`src/rtl/fctl_pkg.sv`:
```
package fctl_pkg;

  // Field order matches bits 7..0 of the register.
  typedef struct packed {
    logic [1:0] div;
    logic [1:0] span;
    logic       hv;
    logic       verify;
    logic       erase;
    logic       prog;
  } fctl_reg_t;

  localparam int unsigned DIV_SLOWEST = 4;

  function automatic int unsigned div_factor(input logic [1:0] code);
    case (code)
      2'b00:   return 1;
      2'b01,
      2'b10:   return 2;
      default: return DIV_SLOWEST;
    endcase
  endfunction

endpackage

```
`src/rtl/fctl_regfile.sv`:
```
module fctl_regfile
  import fctl_pkg::*;
(
  input  logic       clk,
  input  logic       rst_n,
  input  logic       wr_en,
  input  logic [7:0] wdata,
  output fctl_reg_t  ctl,
  output logic       illegal
);

  fctl_reg_t w;
  fctl_reg_t cur_q;
  fctl_reg_t nxt;
  logic      ill_q;
  logic      ill_n;

  assign w = fctl_reg_t'(wdata);

  always_comb begin
    nxt   = cur_q;
    ill_n = 1'b0;
    if (wr_en) begin
      nxt.div  = w.div;
      nxt.span = w.span;
      if (w.prog && w.erase) begin
        ill_n = 1'b1;
      end else begin
        nxt.prog   = w.prog;
        nxt.erase  = w.erase;
        nxt.hv     = w.hv && (cur_q.prog || cur_q.erase) && (w.prog || w.erase);
        nxt.verify = w.verify && !nxt.hv;
      end
    end
  end

  always_ff @(posedge clk) begin
    if (!rst_n) begin
      cur_q <= '0;
      ill_q <= 1'b0;
    end else begin
      cur_q <= nxt;
      ill_q <= ill_n;
    end
  end

  assign ctl     = cur_q;
  assign illegal = ill_q;

  assert_modes_exclusive_R3: assert property (@(posedge clk) disable iff (!rst_n)
    !(ctl.prog && ctl.erase));

  assert_illegal_keeps_mode_R3: assert property (@(posedge clk) disable iff (!rst_n)
    (wr_en && wdata[1] && wdata[0]) |=> (illegal && ctl[3:0] == $past(ctl[3:0])));

  assert_hv_needs_mode_R4: assert property (@(posedge clk) disable iff (!rst_n)
    ctl.hv |-> (ctl.prog || ctl.erase));

  assert_hv_rise_after_mode_R4: assert property (@(posedge clk) disable iff (!rst_n)
    (!ctl.hv && !(ctl.prog || ctl.erase)) |=> !ctl.hv);

  assert_verify_not_with_hv_R5: assert property (@(posedge clk) disable iff (!rst_n)
    !(ctl.verify && ctl.hv));

endmodule

```
`src/rtl/fctl_pump_div.sv`:
```
module fctl_pump_div
  import fctl_pkg::*;
(
  input  logic       clk,
  input  logic       rst_n,
  input  logic       restart,
  input  logic [1:0] div,
  output logic       tick
);

  localparam int CW = $clog2(DIV_SLOWEST);

  logic [CW-1:0] cnt_q;
  logic [CW-1:0] last;

  assign last = CW'(div_factor(div) - 1);
  assign tick = (cnt_q == last);

  always_ff @(posedge clk) begin
    if (!rst_n || restart || tick) cnt_q <= '0;
    else                           cnt_q <= cnt_q + 1'b1;
  end

  assert_slow_div_gap_R8: assert property (@(posedge clk) disable iff (!rst_n)
    (tick && div == 2'b11 && !restart) |=> !tick);

  assert_fast_div_every_R8: assert property (@(posedge clk) disable iff (!rst_n)
    (div == 2'b00) |-> tick);

endmodule

```
`src/rtl/fctl_erase_span.sv`:
```
module fctl_erase_span #(
  parameter int OFF_W       = 14,
  parameter int ARRAY_BYTES = 12288,
  parameter int ROW_BYTES   = 32,
  parameter int GROUP_ROWS  = 8
) (
  input  logic           clk,
  input  logic           rst_n,
  input  logic           capture_ok,
  input  logic           snoop,
  input  logic [OFF_W-1:0] snoop_off,
  input  logic [1:0]     span,
  output logic [OFF_W-1:0] base,
  output logic [OFF_W:0] size
);

  localparam int HALF_BYTES  = ARRAY_BYTES / 2;
  localparam int GROUP_BYTES = ROW_BYTES * GROUP_ROWS;
  localparam logic [OFF_W-1:0] ROW_MASK   = ~OFF_W'(ROW_BYTES - 1);
  localparam logic [OFF_W-1:0] GROUP_MASK = ~OFF_W'(GROUP_BYTES - 1);

  logic [OFF_W-1:0] lat_q;

  always_ff @(posedge clk) begin
    if (!rst_n)                   lat_q <= '0;
    else if (snoop && capture_ok) lat_q <= snoop_off;
  end

  always_comb begin
    case (span)
      2'b00: begin
        base = '0;
        size = (OFF_W+1)'(ARRAY_BYTES);
      end
      2'b01: begin
        base = (lat_q >= OFF_W'(HALF_BYTES)) ? OFF_W'(HALF_BYTES) : '0;
        size = (OFF_W+1)'(HALF_BYTES);
      end
      2'b10: begin
        base = lat_q & GROUP_MASK;
        size = (OFF_W+1)'(GROUP_BYTES);
      end
      default: begin
        base = lat_q & ROW_MASK;
        size = (OFF_W+1)'(ROW_BYTES);
      end
    endcase
  end

  assert_capture_gated_R7: assert property (@(posedge clk) disable iff (!rst_n)
    !(snoop && capture_ok) |=> $stable(lat_q));

  assert_base_in_array_R6: assert property (@(posedge clk) disable iff (!rst_n)
    (span != 2'b00) |-> ((OFF_W+1)'(base) + size <= (OFF_W+1)'(ARRAY_BYTES)
                         || lat_q >= OFF_W'(ARRAY_BYTES)));

endmodule

```
`src/rtl/fctl_rd_stretch.sv`:
```
module fctl_rd_stretch #(
  parameter int STRETCH = 8
) (
  input  logic clk,
  input  logic rst_n,
  input  logic start,
  input  logic verify,
  output logic busy,
  output logic done
);

  localparam int CW = $clog2(STRETCH + 1);

  logic [CW-1:0] cnt_q;
  logic          busy_q;

  assign busy = busy_q;
  assign done = busy_q && (cnt_q == '0);

  always_ff @(posedge clk) begin
    if (!rst_n) begin
      busy_q <= 1'b0;
      cnt_q  <= '0;
    end else if (!busy_q) begin
      if (start) begin
        busy_q <= 1'b1;
        cnt_q  <= verify ? CW'(STRETCH) : '0;
      end
    end else if (cnt_q == '0) begin
      busy_q <= 1'b0;
    end else begin
      cnt_q <= cnt_q - 1'b1;
    end
  end

  assert_done_single_R9: assert property (@(posedge clk) disable iff (!rst_n)
    done |=> !done);

  assert_plain_read_fast_R9: assert property (@(posedge clk) disable iff (!rst_n)
    (!busy && start && !verify) |=> done);

endmodule

```
`src/rtl/fctl_top.sv`:
```
module fctl_top
  import fctl_pkg::*;
#(
  parameter int OFF_W       = 14,
  parameter int ARRAY_BYTES = 12288,
  parameter int ROW_BYTES   = 32,
  parameter int GROUP_ROWS  = 8,
  parameter int STRETCH     = 8
) (
  input  logic             clk,
  input  logic             rst_n,
  input  logic             reg_wr,
  input  logic [7:0]       reg_wdata,
  output logic [7:0]       reg_rdata,
  output logic             illegal_wr,
  input  logic             arr_wr,
  input  logic [OFF_W-1:0] arr_wr_off,
  input  logic             rd_start,
  output logic             rd_busy,
  output logic             rd_done,
  output logic             prog_mode,
  output logic             erase_mode,
  output logic             hv_on,
  output logic             verify_mode,
  output logic             pump_tick,
  output logic [OFF_W-1:0] erase_base,
  output logic [OFF_W:0]   erase_size
);

  fctl_reg_t ctl;

  fctl_regfile u_reg (
    .clk     (clk),
    .rst_n   (rst_n),
    .wr_en   (reg_wr),
    .wdata   (reg_wdata),
    .ctl     (ctl),
    .illegal (illegal_wr)
  );

  fctl_pump_div u_pump (
    .clk     (clk),
    .rst_n   (rst_n),
    .restart (reg_wr),
    .div     (ctl.div),
    .tick    (pump_tick)
  );

  fctl_erase_span #(
    .OFF_W       (OFF_W),
    .ARRAY_BYTES (ARRAY_BYTES),
    .ROW_BYTES   (ROW_BYTES),
    .GROUP_ROWS  (GROUP_ROWS)
  ) u_span (
    .clk        (clk),
    .rst_n      (rst_n),
    .capture_ok (ctl.erase && !ctl.hv),
    .snoop      (arr_wr),
    .snoop_off  (arr_wr_off),
    .span       (ctl.span),
    .base       (erase_base),
    .size       (erase_size)
  );

  fctl_rd_stretch #(
    .STRETCH (STRETCH)
  ) u_rd (
    .clk    (clk),
    .rst_n  (rst_n),
    .start  (rd_start),
    .verify (ctl.verify),
    .busy   (rd_busy),
    .done   (rd_done)
  );

  assign reg_rdata   = ctl;
  assign prog_mode   = ctl.prog;
  assign erase_mode  = ctl.erase;
  assign hv_on       = ctl.hv;
  assign verify_mode = ctl.verify;

endmodule

```
`config.mk`:
```
export PLATFORM = sky130hd
export DESIGN_NAME = fctl_top
export DESIGN_NICKNAME = d
export VERILOG_FILES = /design/src/rtl/fctl_pkg.sv /design/src/rtl/fctl_regfile.sv /design/src/rtl/fctl_pump_div.sv /design/src/rtl/fctl_erase_span.sv /design/src/rtl/fctl_rd_stretch.sv /design/src/rtl/fctl_top.sv
export SDC_FILE = /design/constraint.sdc
export NUM_CORES = 1
export LEC_CHECK = 0
export BUFFER_PORTS_ARGS = -buffer_cell sky130_fd_sc_hd__buf_2
export CAP_MARGIN = 30
export CORE_MARGIN = 3
export CORE_UTILIZATION = 47
export CTS_BUF_LIST = sky130_fd_sc_hd__clkbuf_4 sky130_fd_sc_hd__clkbuf_8 sky130_fd_sc_hd__clkbuf_16
export DETAILED_ROUTE_END_ITERATION = 10
export PLACE_DENSITY = 0.84
export SLEW_MARGIN = 20
export SYNTH_ARGS = -nofsm -noshare
export SYNTH_HDL_FRONTEND = slang
export SYNTH_SLANG_ARGS = --single-unit
```
`constraint.sdc`:
```
create_clock -name clk -period 3.5 [get_ports clk]
set_input_delay 0 -clock clk [delete_from_list [all_inputs] [get_ports clk]]
set_output_delay 0 -clock clk [all_outputs]
set_load 0.1 [all_outputs]
```
* Word level (Yosys, flattened, before mapping)
Cells that the tools add are included.
Storage, ports and cells: register bits after elaboration 30, bits in latches 0, memory bits (writable) 0, ROM bits 0, input port bits 27, output and inout port bits 45, memories kept 0
Operators by class: add/sub/neg operators 3, multiply operators 0, div/mod/pow operators 0, order comparisons 1, eq/ne operators 6, shifts and indexed selects 0, multiplexer cells 12, bitwise gates (word level) 1, reductions and logical operators 22
Operators by type and width (number):
- case mux 14 bit (3 select lines) | 2
- two-way mux 4 bit | 4
- greater-or-equal comparator 14 x 13 -> 1 bit, second input constant | 1
- two-way mux 13 bit | 1
- logical AND 1 bit | 7
- AND reduction 2 bit | 3
- == test 2 x 1 -> 1 bit, second input constant | 2
- == test 2 bit, second input constant | 2
- zero test 2 bit | 2
- zero test 4 bit | 1
- logical OR 1 bit | 4
- two-way mux 1 bit | 4
- case mux 2 bit (2 select lines) | 1
- subtractor 4 x 1 -> 4 bit, second input constant | 1
- zero test 1 bit | 3
- adder 2 x 1 -> 2 bit, second input constant | 1
- == test 2 bit | 1
- != test 2 bit, second input constant | 1
- nonzero test 2 bit | 1
- OR reduction 2 bit | 1
- subtractor 2 x 1 -> 2 bit, second input constant | 1
- inverter 1 bit | 1

* Depth between registers and ports, before layout
Gate-level depths: netlist of the first run.
word-level depth 6, depth in mapped cells 5

* Cells and area by module
A second synthesis of the first run with hierarchy kept.
Unflattened totals: cells, all modules 158, area, all modules 1427.6 µm²
Modules (own cells, without submodules):
- fctl_erase_span | instances 1, cells an instance 78, area each 633.1 µm²
- fctl_regfile | instances 1, cells an instance 33, area each 376.6 µm²
- fctl_rd_stretch | instances 1, cells an instance 30, area each 252.7 µm²
- fctl_pump_div | instances 1, cells an instance 12, area each 121.4 µm²
- fctl_top | instances 1, cells an instance 5, area each 43.8 µm²

* Worst setup path before layout of the first run
Ideal clock, no wire load.
kind register to output, start register u_reg.cur_q (netlist bit u_reg.ctl[4]), end output port erase_base[11], arrival time 3.883 ns, path slack -0.383 ns, stages on the path, launching flop included 5, path buffers 1, cells stage by stage dfxtp_1 > clkbuf_1 > nor2b_1 > nand2_1 > o21ai_0
On the way: word-level cells in the longest chain between the ends 2, elaborated cells between the ends (all ways) 4, classes of those cells eq/ne: 2; mux: 1; reduce/logical: 1
RTL lines:
- start, declared | line fctl_regfile.sv:13 | fctl_reg_t cur_q;
- start signal, assigned | line fctl_regfile.sv:42 | cur_q <= nxt;
- == test 2 bit (tied with other cells) | line fctl_erase_span.sv:30 | case (span)
- case mux 14 bit (3 select lines) * | line fctl_erase_span.sv:30
- end, declared | line fctl_top.sv:26 | output logic [OFF_W-1:0] erase_base,
Every way passes the cells marked *; elsewhere a longest branch is shown, timed or not.

* Worst setup path after layout of the first run
start register u_reg.cur_q (netlist bit u_reg.ctl[6]), end output port pump_tick
On the way: word-level cells in the longest chain between the ends 5, elaborated cells between the ends (all ways) 7, classes of those cells add/sub: 1; eq/ne: 3; mux: 1; reduce/logical: 2
RTL lines:
- == test 2 x 1 -> 1 bit or == test 2 bit (tied branches) | line fctl_pkg.sv:16 | case (code)
- OR reduction 2 bit | line fctl_pkg.sv:16
- case mux 2 bit (2 select lines) * | line fctl_pkg.sv:16
- subtractor 2 x 1 -> 2 bit * | line fctl_pump_div.sv:16 | assign last = CW'(div_factor(div) - 1);
- == test 2 bit * | line fctl_pump_div.sv:17 | assign tick = (cnt_q == last);
- end, declared | line fctl_top.sv:25 | output logic pump_tick,
Marks and branches as above.

==> impl_table.tex, run 1 <==
\begin{tabular}{lr}
\hline
Metric & Value \\
\hline
\multicolumn{2}{l}{\textbf{Outcome}} \\
\quad Run status & completed \\
\multicolumn{2}{l}{\textbf{Yosys}} \\
\quad Sequential area share after synthesis & about 39\% \\
\quad Distinct cell type count of the synthesized netlist & 34 \\
\quad Biggest area contributors in the synthesized netlist & dfxtp\_1 (39\%), buf\_4 (11\%), nand2\_1 (6.9\%) \\
\quad Cell type with the largest total area after synthesis & dfxtp\_1 \\
\quad Count of mapped cells out of synthesis & $\sim$160 \\
\quad Per-instance average area after synthesis & roughly 8.1 um\^{}2 \\
\quad Synthesized area & 0.00130 mm\^{}2 \\
\quad Register bit count reported by yosys & 25 \\
\quad FFs w/ async S/R, synth & 0\% \\
\quad Most frequently used cell type in the post-synthesis netlist & dfxtp\_1 \\
\quad Warnings from Yosys & 0 \\
\quad Synth top area share & 38.6\% \\
\quad Ranking of synthesized cells by instance count & dfxtp\_1 (25), nand2\_1 (24), buf\_4 (19) \\
\quad Number of synthesized flops with an enable pin & 0 \\
\quad Dominant register cell in the synthesized netlist & dfxtp\_1 \\
\multicolumn{2}{l}{\textbf{Global route}} \\
\quad Pin count of the biggest net entering global routing & 19 \\
\quad Global-route wire length before repair & 4.73 mm \\
\quad Number of antenna violations at the first check in global routing & 0 \\
\quad Total global routing track utilization & 17.3\% \\
\quad Via count of the first global-routing pass & between 1k and 1.5k \\
\quad Sum of overflow across all layers after global routing & 0 \\
\multicolumn{2}{l}{\textbf{Setup path}} \\
\quad Launching element type of the critical path & register \\
\quad Sequence of cells on the critical path & nor4\_1 -> a21o\_2 -> buf\_2 \\
\quad Slack of the worst reg-to-reg path & 2.13 ns \\
\quad Reg-to-Reg End & u\_rd.cnt\_q[1] \\
\quad Max stage delay on crit path & 0.53 ns \\
\quad Number of cells traversed by the worst register-to-register path & 5 \\
\quad Required time of the worst setup path & 3.50 ns \\
\quad Cell class contributing the biggest share of worst-path delay & simple AND/OR/NAND/NOR gates \\
\quad Max stage delay cell, worst path & nor4\_1 \\
\quad Maximum fanout along the worst path & 5 \\
\quad Type of destination of the critical path & primary output \\
\quad Class of the most critical setup path & reg -> out \\
\quad Data arrival at the endpoint of the critical path & 1.78 ns \\
\quad Origin of the critical flop-to-flop path & u\_rd.cnt\_q[0] \\
\quad Crit path launch & u\_reg.ctl[6] \\
\quad Crit path buf inv count & 1 \\
\multicolumn{2}{l}{\textbf{Floorplan}} \\
\quad Core area & around 0.0025 mm\^{}2 \\
\quad Core Rows & 18 \\
\quad Area of the die & 0.00342 mm\^{}2 \\
\quad Number of top-level pins & 72 \\
\quad Die Ht & roughly 60 um \\
\quad Floorplan die width & a little under 60 um \\
\quad Starting density of the core & 50.9\% \\
\multicolumn{2}{l}{\textbf{Timing}} \\
\quad Min Clock Period, post-route & approximately 1.8 ns \\
\quad Maximum operating frequency & 561 MHz \\
\quad Fin crit share & between 50\% and 60\% \\
\quad Setup slack of the critical path after layout & 1.72 ns \\
\quad Clock Skews & 0.00534 ns \\
\quad Setup Total Neg Slack & 0 ns \\
\quad Final setup vio count & 0 \\
\quad Hold violation total from the final report & 0 \\
\quad Unrepaired setup endpoints after global routing & no \\
\quad Actual transition at the worst max-transition pin & 0.575 ns \\
\quad Worst slew margin relative to its limit & about three fifths \\
\quad Total count of max-transition violations in the final report & 0 \\
\multicolumn{2}{l}{\textbf{Place}} \\
\quad Count of buffers inserted at the top-level ports & 51 \\
\quad Pre-CTS worst setup slack & 2.07 ns \\
\quad Weighted congestion reported at the end of routability-driven placement & around 0.81 \\
\quad Half-perimeter wire length after placement & 2.03 mm \\
\multicolumn{2}{l}{\textbf{Detailed routing}} \\
\quad Antenna-violating nets left & 0 \\
\quad Top layer in use & met4 \\
\quad Via Count & 1219 \\
\quad Routed wire length on met2 & 1.42 mm \\
\quad Per-cell via count in the routed design & between 4 and 5 \\
\quad Total detailed-routing wirelength & 2.90 mm \\
\quad Detailed Route Iter0 Violations & 43 \\
\quad Wire length on met1 & 1.21 mm \\
\quad Detailed-route DRC error count & 0 \\
\quad Routed length on met3 & $\sim$260 um \\
\quad Routed WL per cell & 11.6 um \\
\quad DRT Pass-1 Iters & 4 \\
\multicolumn{2}{l}{\textbf{Clock tree}} \\
\quad TritonCTS clock tree & done \\
\quad H-tree lvl count & 1 \\
\quad Clock root buffer & clkbuf\_4 \\
\quad TritonCTS Buffers & 3 \\
\quad Post-CTS sizing & 0 \\
\quad Sink Count & 25 \\
\quad Clock-pin slew of the registers on the worst-case setup and hold paths & 0.13 ns \\
\quad Max Root-Sink Buffers & 2 \\
\quad Hold buffer count at CTS & 17 \\
\quad Worst skew pair latency & 0.31 ns \\
\quad Post-CTS Setup Repair Bufs & 0 \\
\multicolumn{2}{l}{\textbf{Layout}} \\
\quad Area added between synthesis and finish & 28.2\% \\
\quad Count of antenna diodes in the layout & 0 \\
\quad Share of cells above drive strength 1 & between 20\% and 30\% \\
\quad Total Nets Final & between 200 and 250 \\
\multicolumn{2}{l}{\textbf{Power and ir drop}} \\
\quad Pleak & 0.814 nW \\
\quad Clock group share of total power & 17.0\% \\
\quad Share of total power in sequential cells & 42.9\% \\
\quad IR drop worst, VDD & 279 uV \\
\quad Power Density & 440 mW/mm\^{}2 \\
\quad Cell-internal power & 0.397 mW \\
\quad Net switching power & 0.334 mW \\
\quad Combinational share of power & 40.1\% \\
\quad Final total power & about 0.73 mW \\
\quad Switch share & between 40\% and 50\% \\
\multicolumn{2}{l}{\textbf{Min path}} \\
\quad Worst hold path startpoint & reg\_wdata[0] \\
\quad Tightest Hold Check Type & in -> reg \\
\quad Hold Path Stages & 2 \\
\quad Hold-critical path endpoint & u\_reg.ctl[0] \\
\multicolumn{2}{l}{\textbf{Job}} \\
\quad Max cap viols & 0 \\
\hline
\end{tabular}
-- through the flow --
step	instance area (um^2)	utilization [%]	hold slack [ns]	instances
floorplan	1350	-	0.136	175
global placement	1460	57.5	0.238	228
detailed placement	1460	57.5	0.249	228
CTS	1660	65.3	0.00391	249
global route	1660	65.3	0.0133	249
finish	1660	65.3	0.0204	249
-- cells by family after synthesis --
| kind of cell | share of synthesized area (%) |
|---|---|
| AND/OR/NAND/NOR | 23.2 |
| buffers and inverters | 16.2 |
| AO/OA/AOI/OAI | 14.7 |
| flip-flops | 38.6 |
| multiplexers | 4.73 |
| XOR/XNOR | 1.35 |
| adder cells (fa/ha/maj) | 0.965 |
| other | 0.289 |
-- state kept, by name (all words and copies together) (netlist names) --
| register | cells |
|---|---|
| u_rd.cnt_q | 4 |
| u_span.lat_q | 9 |
| u_pump.cnt_q | 2 |
| u_rd.busy | 1 |
| u_reg.illegal | 1 |
| u_reg.ctl | 8 |
-- per-layer routing --
metal | track usage [%] | vias to the layer above
li1 | - | 620
met1 | 20.9 | 545
met2 | 31.1 | 52
met3 | 2.63 | 2
met4 | 5.63 | 0
met5 | 0 | -
-- power by group through the flow --
| stage | registers, mW | clock network, mW | logic (mW) |
|---|---|---|---|
| detailed placement | 0.320 | 0 | 0.277 |
| global placement | 0.320 | 0 | 0.275 |
| floorplan | 0.366 | 0 | 0.211 |
| finish | 0.314 | 0.124 | 0.293 |
| global route | 0.317 | 0.145 | 0.305 |
| CTS | 0.314 | 0.132 | 0.292 |
-- layout make-up --
type / instances / area [um^2]
fill: 219 / 883
multi-input combinational: 114 / 641
sequential: 25 / 500
timing repair buffer: 68 / 425
tap: 30 / 37.5
inverter: 8 / 30.0
clock buffer: 3 / 22.5
clock inverter: 1 / 5.00
-- worst max-delay path by stage --
| stage | end | slack (ns) | depth (start not counted) |
|---|---|---|---|
| detailed placement | pump_tick | 2.07 | 3 |
| floorplan | erase_base[11] | 0.03 | 3 |
| global route | pump_tick | 1.57 | 3 |
| CTS | pump_tick | 1.70 | 3 |
| finish | pump_tick | 1.72 | 3 |
| global placement | pump_tick | 2.09 | 3 |
-- placed cells by master (no fill, tap or decap), drive strengths merged, types with 2 or more instances in the layout --
| master | instances |
|---|---|
| nor2 | 10 |
| clkbuf | 3 |
| dfxtp | 25 |
| buf | 51 |
| a21oi | 15 |
| conb | 15 |
| o221a | 2 |
| nor3 | 5 |
| mux2i | 5 |
| and2 | 5 |
| inv | 8 |
| and3 | 4 |
| o21ai | 6 |
| nor2b | 4 |
| nand2 | 24 |
| xnor2 | 2 |
| dlygate4sd3 | 17 |
| a21o | 2 |
(Power assumes the default switching activity.)
==> inputs of run 2 (changes only) <==
--- a/config.mk
+++ b/config.mk
@@ -8,10 +8,10 @@
 export BUFFER_PORTS_ARGS = -buffer_cell sky130_fd_sc_hd__buf_2
 export CAP_MARGIN = 30
 export CORE_MARGIN = 3
-export CORE_UTILIZATION = 47
+export CORE_UTILIZATION = 43
 export CTS_BUF_LIST = sky130_fd_sc_hd__clkbuf_4 sky130_fd_sc_hd__clkbuf_8 sky130_fd_sc_hd__clkbuf_16
 export DETAILED_ROUTE_END_ITERATION = 10
-export PLACE_DENSITY = 0.84
+export PLACE_DENSITY = 0.78
 export SLEW_MARGIN = 20
 export SYNTH_ARGS = -nofsm -noshare
 export SYNTH_HDL_FRONTEND = slang
==> constraint.sdc (replaced) <==
create_clock -name clk -period 1.8 [get_ports clk]
set_input_delay 0 -clock clk [delete_from_list [all_inputs] [get_ports clk]]
set_output_delay 0 -clock clk [all_outputs]
set_load 0.1 [all_outputs]
==> run 2 against run 1 <==
  * Worst setup slack got worse by 1.6 ns
  * Die area rose by 8.3%
  * Cell count rose by 0.40%
  * Register-to-register slack got worse by 1.7 ns
  * Largest power group unchanged
  * Highest routed layer unchanged
==> impl_table.tex, run 2 (same netlist as run 1, synthesis figures left out) <==
\begin{tabular}{lr}
\hline
Metric & Value \\
\hline
\multicolumn{2}{l}{\textbf{Outcome}} \\
\quad Run status & completed \\
\multicolumn{2}{l}{\textbf{Setup path}} \\
\quad Reg-to-Reg End & u\_rd.cnt\_q[1] \\
\quad Data arrival at the endpoint of the critical path & $\sim$1.7 ns \\
\quad Number of cells traversed by the worst register-to-register path & 5 \\
\quad Origin of the critical flop-to-flop path & u\_rd.cnt\_q[0] \\
\quad Launching element type of the critical path & register \\
\quad Type of destination of the critical path & primary output \\
\quad Maximum fanout along the worst path & 5 \\
\quad Required time of the worst setup path & 1.80 ns \\
\quad Slack of the worst reg-to-reg path & approximately 0.47 ns \\
\quad Class of the most critical setup path & reg -> out \\
\multicolumn{2}{l}{\textbf{Min path}} \\
\quad Hold Path Stages & 2 \\
\quad Worst hold path startpoint & reg\_wdata[0] \\
\quad Hold-critical path endpoint & u\_reg.ctl[0] \\
\quad Tightest Hold Check Type & in -> reg \\
\multicolumn{2}{l}{\textbf{Timing}} \\
\quad Maximum operating frequency & 597 MHz \\
\quad Unrepaired setup endpoints after global routing & no \\
\quad Total count of max-transition violations in the final report & 0 \\
\quad Worst slew margin relative to its limit & 61.4\% \\
\quad Clock Skews & 0.000880 ns \\
\quad Min Clock Period, post-route & 1.67 ns \\
\quad Actual transition at the worst max-transition pin & 0.578 ns \\
\quad Fin crit share & 93.0\% \\
\quad Hold violation total from the final report & 0 \\
\quad Final setup vio count & 0 \\
\quad Worst hold slack & about 0.03 ns \\
\quad Setup slack of the critical path after layout & 0.125 ns \\
\multicolumn{2}{l}{\textbf{Detailed routing}} \\
\quad Via Count & around 1.2k \\
\quad Total detailed-routing wirelength & between 2 and 3 mm \\
\quad Detailed-route DRC error count & 0 \\
\quad Routed WL per cell & 11.1 um \\
\quad Per-cell via count in the routed design & 4.70 \\
\quad DRT Pass-1 Iters & 4 \\
\quad Antenna-violating nets left & 0 \\
\quad Detailed Route Iter0 Violations & 30 \\
\multicolumn{2}{l}{\textbf{Clock tree}} \\
\quad Worst skew pair latency & 0.30 ns \\
\quad Sink Count & 25 \\
\quad TritonCTS clock tree & done \\
\quad Clock-pin slew of the registers on the worst-case setup and hold paths & $\sim$0.12 ns \\
\quad Max Root-Sink Buffers & 2 \\
\quad Clock root buffer & clkbuf\_4 \\
\quad H-tree lvl count & 1 \\
\quad TritonCTS Buffers & 3 \\
\multicolumn{2}{l}{\textbf{Power and ir drop}} \\
\quad IR drop worst, VDD & about 580 uV \\
\quad Power Density & 835 mW/mm\^{}2 \\
\quad Pleak & 0.824 nW \\
\multicolumn{2}{l}{\textbf{Global route}} \\
\quad Sum of overflow across all layers after global routing & 0 \\
\quad Total global routing track utilization & 15.5\% \\
\quad Pin count of the biggest net entering global routing & 19 \\
\quad Via count of the first global-routing pass & 992 \\
\quad Number of antenna violations at the first check in global routing & 0 \\
\quad Global-route wire length before repair & 4.35 mm \\
\multicolumn{2}{l}{\textbf{Floorplan}} \\
\quad Number of top-level pins & 72 \\
\quad Die Ht & just over 60 um \\
\quad Starting density of the core & 46.2\% \\
\quad Core area & 0.00281 mm\^{}2 \\
\quad Area of the die & 0.00371 mm\^{}2 \\
\quad Floorplan die width & 60.9 um \\
\quad Core Rows & 19 \\
\multicolumn{2}{l}{\textbf{Layout}} \\
\quad Total Nets Final & 248 \\
\quad Max FFs per register & 9 \\
\quad Count of antenna diodes in the layout & 0 \\
\quad Finished layout cell area & 0.00173 mm\^{}2 \\
\quad Leading cell type in the layout, fill and taps excluded & buf\_2 \\
\quad Share of cells above drive strength 1 & approximately a third \\
\quad Top library cells by usage in the layout, fill and taps aside & buf\_2 (51), nand2\_1 (23), dfxtp\_1 (21), dlygate4sd3\_1 (17) \\
\quad Area added between synthesis and finish & 33.1\% \\
\quad Register ranked first by flip-flop count & u\_span.lat\_q \\
\quad Fin util & 61.5\% \\
\multicolumn{2}{l}{\textbf{Job}} \\
\quad Max cap viols & 0 \\
\multicolumn{2}{l}{\textbf{Place}} \\
\quad Pre-CTS worst setup slack & 0.389 ns \\
\quad Standard cell area after detailed placement & 0.00152 mm\^{}2 \\
\quad Count of buffers inserted at the top-level ports & 51 \\
\quad Weighted congestion reported at the end of routability-driven placement & between 0.7 and 0.8 \\
\quad Half-perimeter wire length after placement & about 2 mm \\
\hline
\end{tabular}
==> run 2: changes by cell type in the layout (fill, tap and decap cells not counted), moves of 2 or more <==
| cell | delta |
|---|---|
| o21ai_0 | -2 |
| nor2_1 | -2 |
| o21ai_4 | +2 |
| dfxtp_1 | -4 |
| dfxtp_2 | +2 |
| dfxtp_4 | +2 |
==> run 2: worst max path at each step <==
stage / start / endpoint / slack, ns / cells past startpoint
detailed placement: u_reg.ctl[6] / pump_tick / 0.39 / 3
global route: u_reg.ctl[6] / pump_tick / 0.01 / 3
finish: u_rd.cnt_q[0] / rd_done / 0.13 / 4
floorplan: u_reg.ctl[5] / erase_size[8] / -0.08 / 3
CTS: u_reg.ctl[6] / pump_tick / 0.03 / 3
global placement: u_reg.ctl[6] / pump_tick / 0.40 / 3
==> run 2: power breakdown <==
part	total [mW]	internal [mW]	leakage, nW	switching (mW)
clock network	0.253	0.101	0.0184	0.152
registers	0.613	0.579	0.206	0.0340
logic	0.574	0.114	0.600	0.460
total	1.44	0.794	0.824	0.646
==> run 2: layout make-up <==
cell class | count | area, um^2
Clock buffer | 4 | 30.0
Tap cell | 31 | 38.8
Fill cell | 278 | 1080
Timing Repair Buffer | 68 | 425
Inverter | 8 | 33.8
Sequential cell | 25 | 510
Multi-Input combinational cell | 114 | 687
==> run 2: critical path: stages, from the launching register on <==
cell and delay (ns):
dfxtp_1 0.35, inv_1 0.07, ha_1 0.23, and4bb_2 0.28
buf_2 0.43
==> run 2: per-stage QoR <==
step / total power [mW] / instances / TNS, ns
4_1_cts: 1.45 / 250 / 0
2_1_floorplan: 1.14 / 175 / -0.0782
3_3_place_gp: 1.17 / 229 / 0
3_5_place_dp: 1.17 / 229 / 0
6_report: 1.44 / 250 / 0
5_1_grt: 1.51 / 250 / 0
==> run 2: metal layers <==
| metal | vias to the layer above | routed length, um | track usage (%) | share of wire, % |
|---|---|---|---|---|
| li1 | 621 | - | - | - |
| met1 | 514 | 1190 | 17.3 | 43 |
| met2 | 38 | 1390 | 29.3 | 50 |
| met3 | 2 | 165 | 3.83 | 6.0 |
| met4 | 0 | 21 | 3.72 | 0.76 |
| met5 | - | 0 | 0 | 0 |
==> run 2: what timing repair did <==
action	in CTS	in global routing
endpoints found under the hold margin	19	0
resized for setup	0	1
hold buffers	17	0
endpoints found under the setup margin	0	1
buffers inserted	0	0
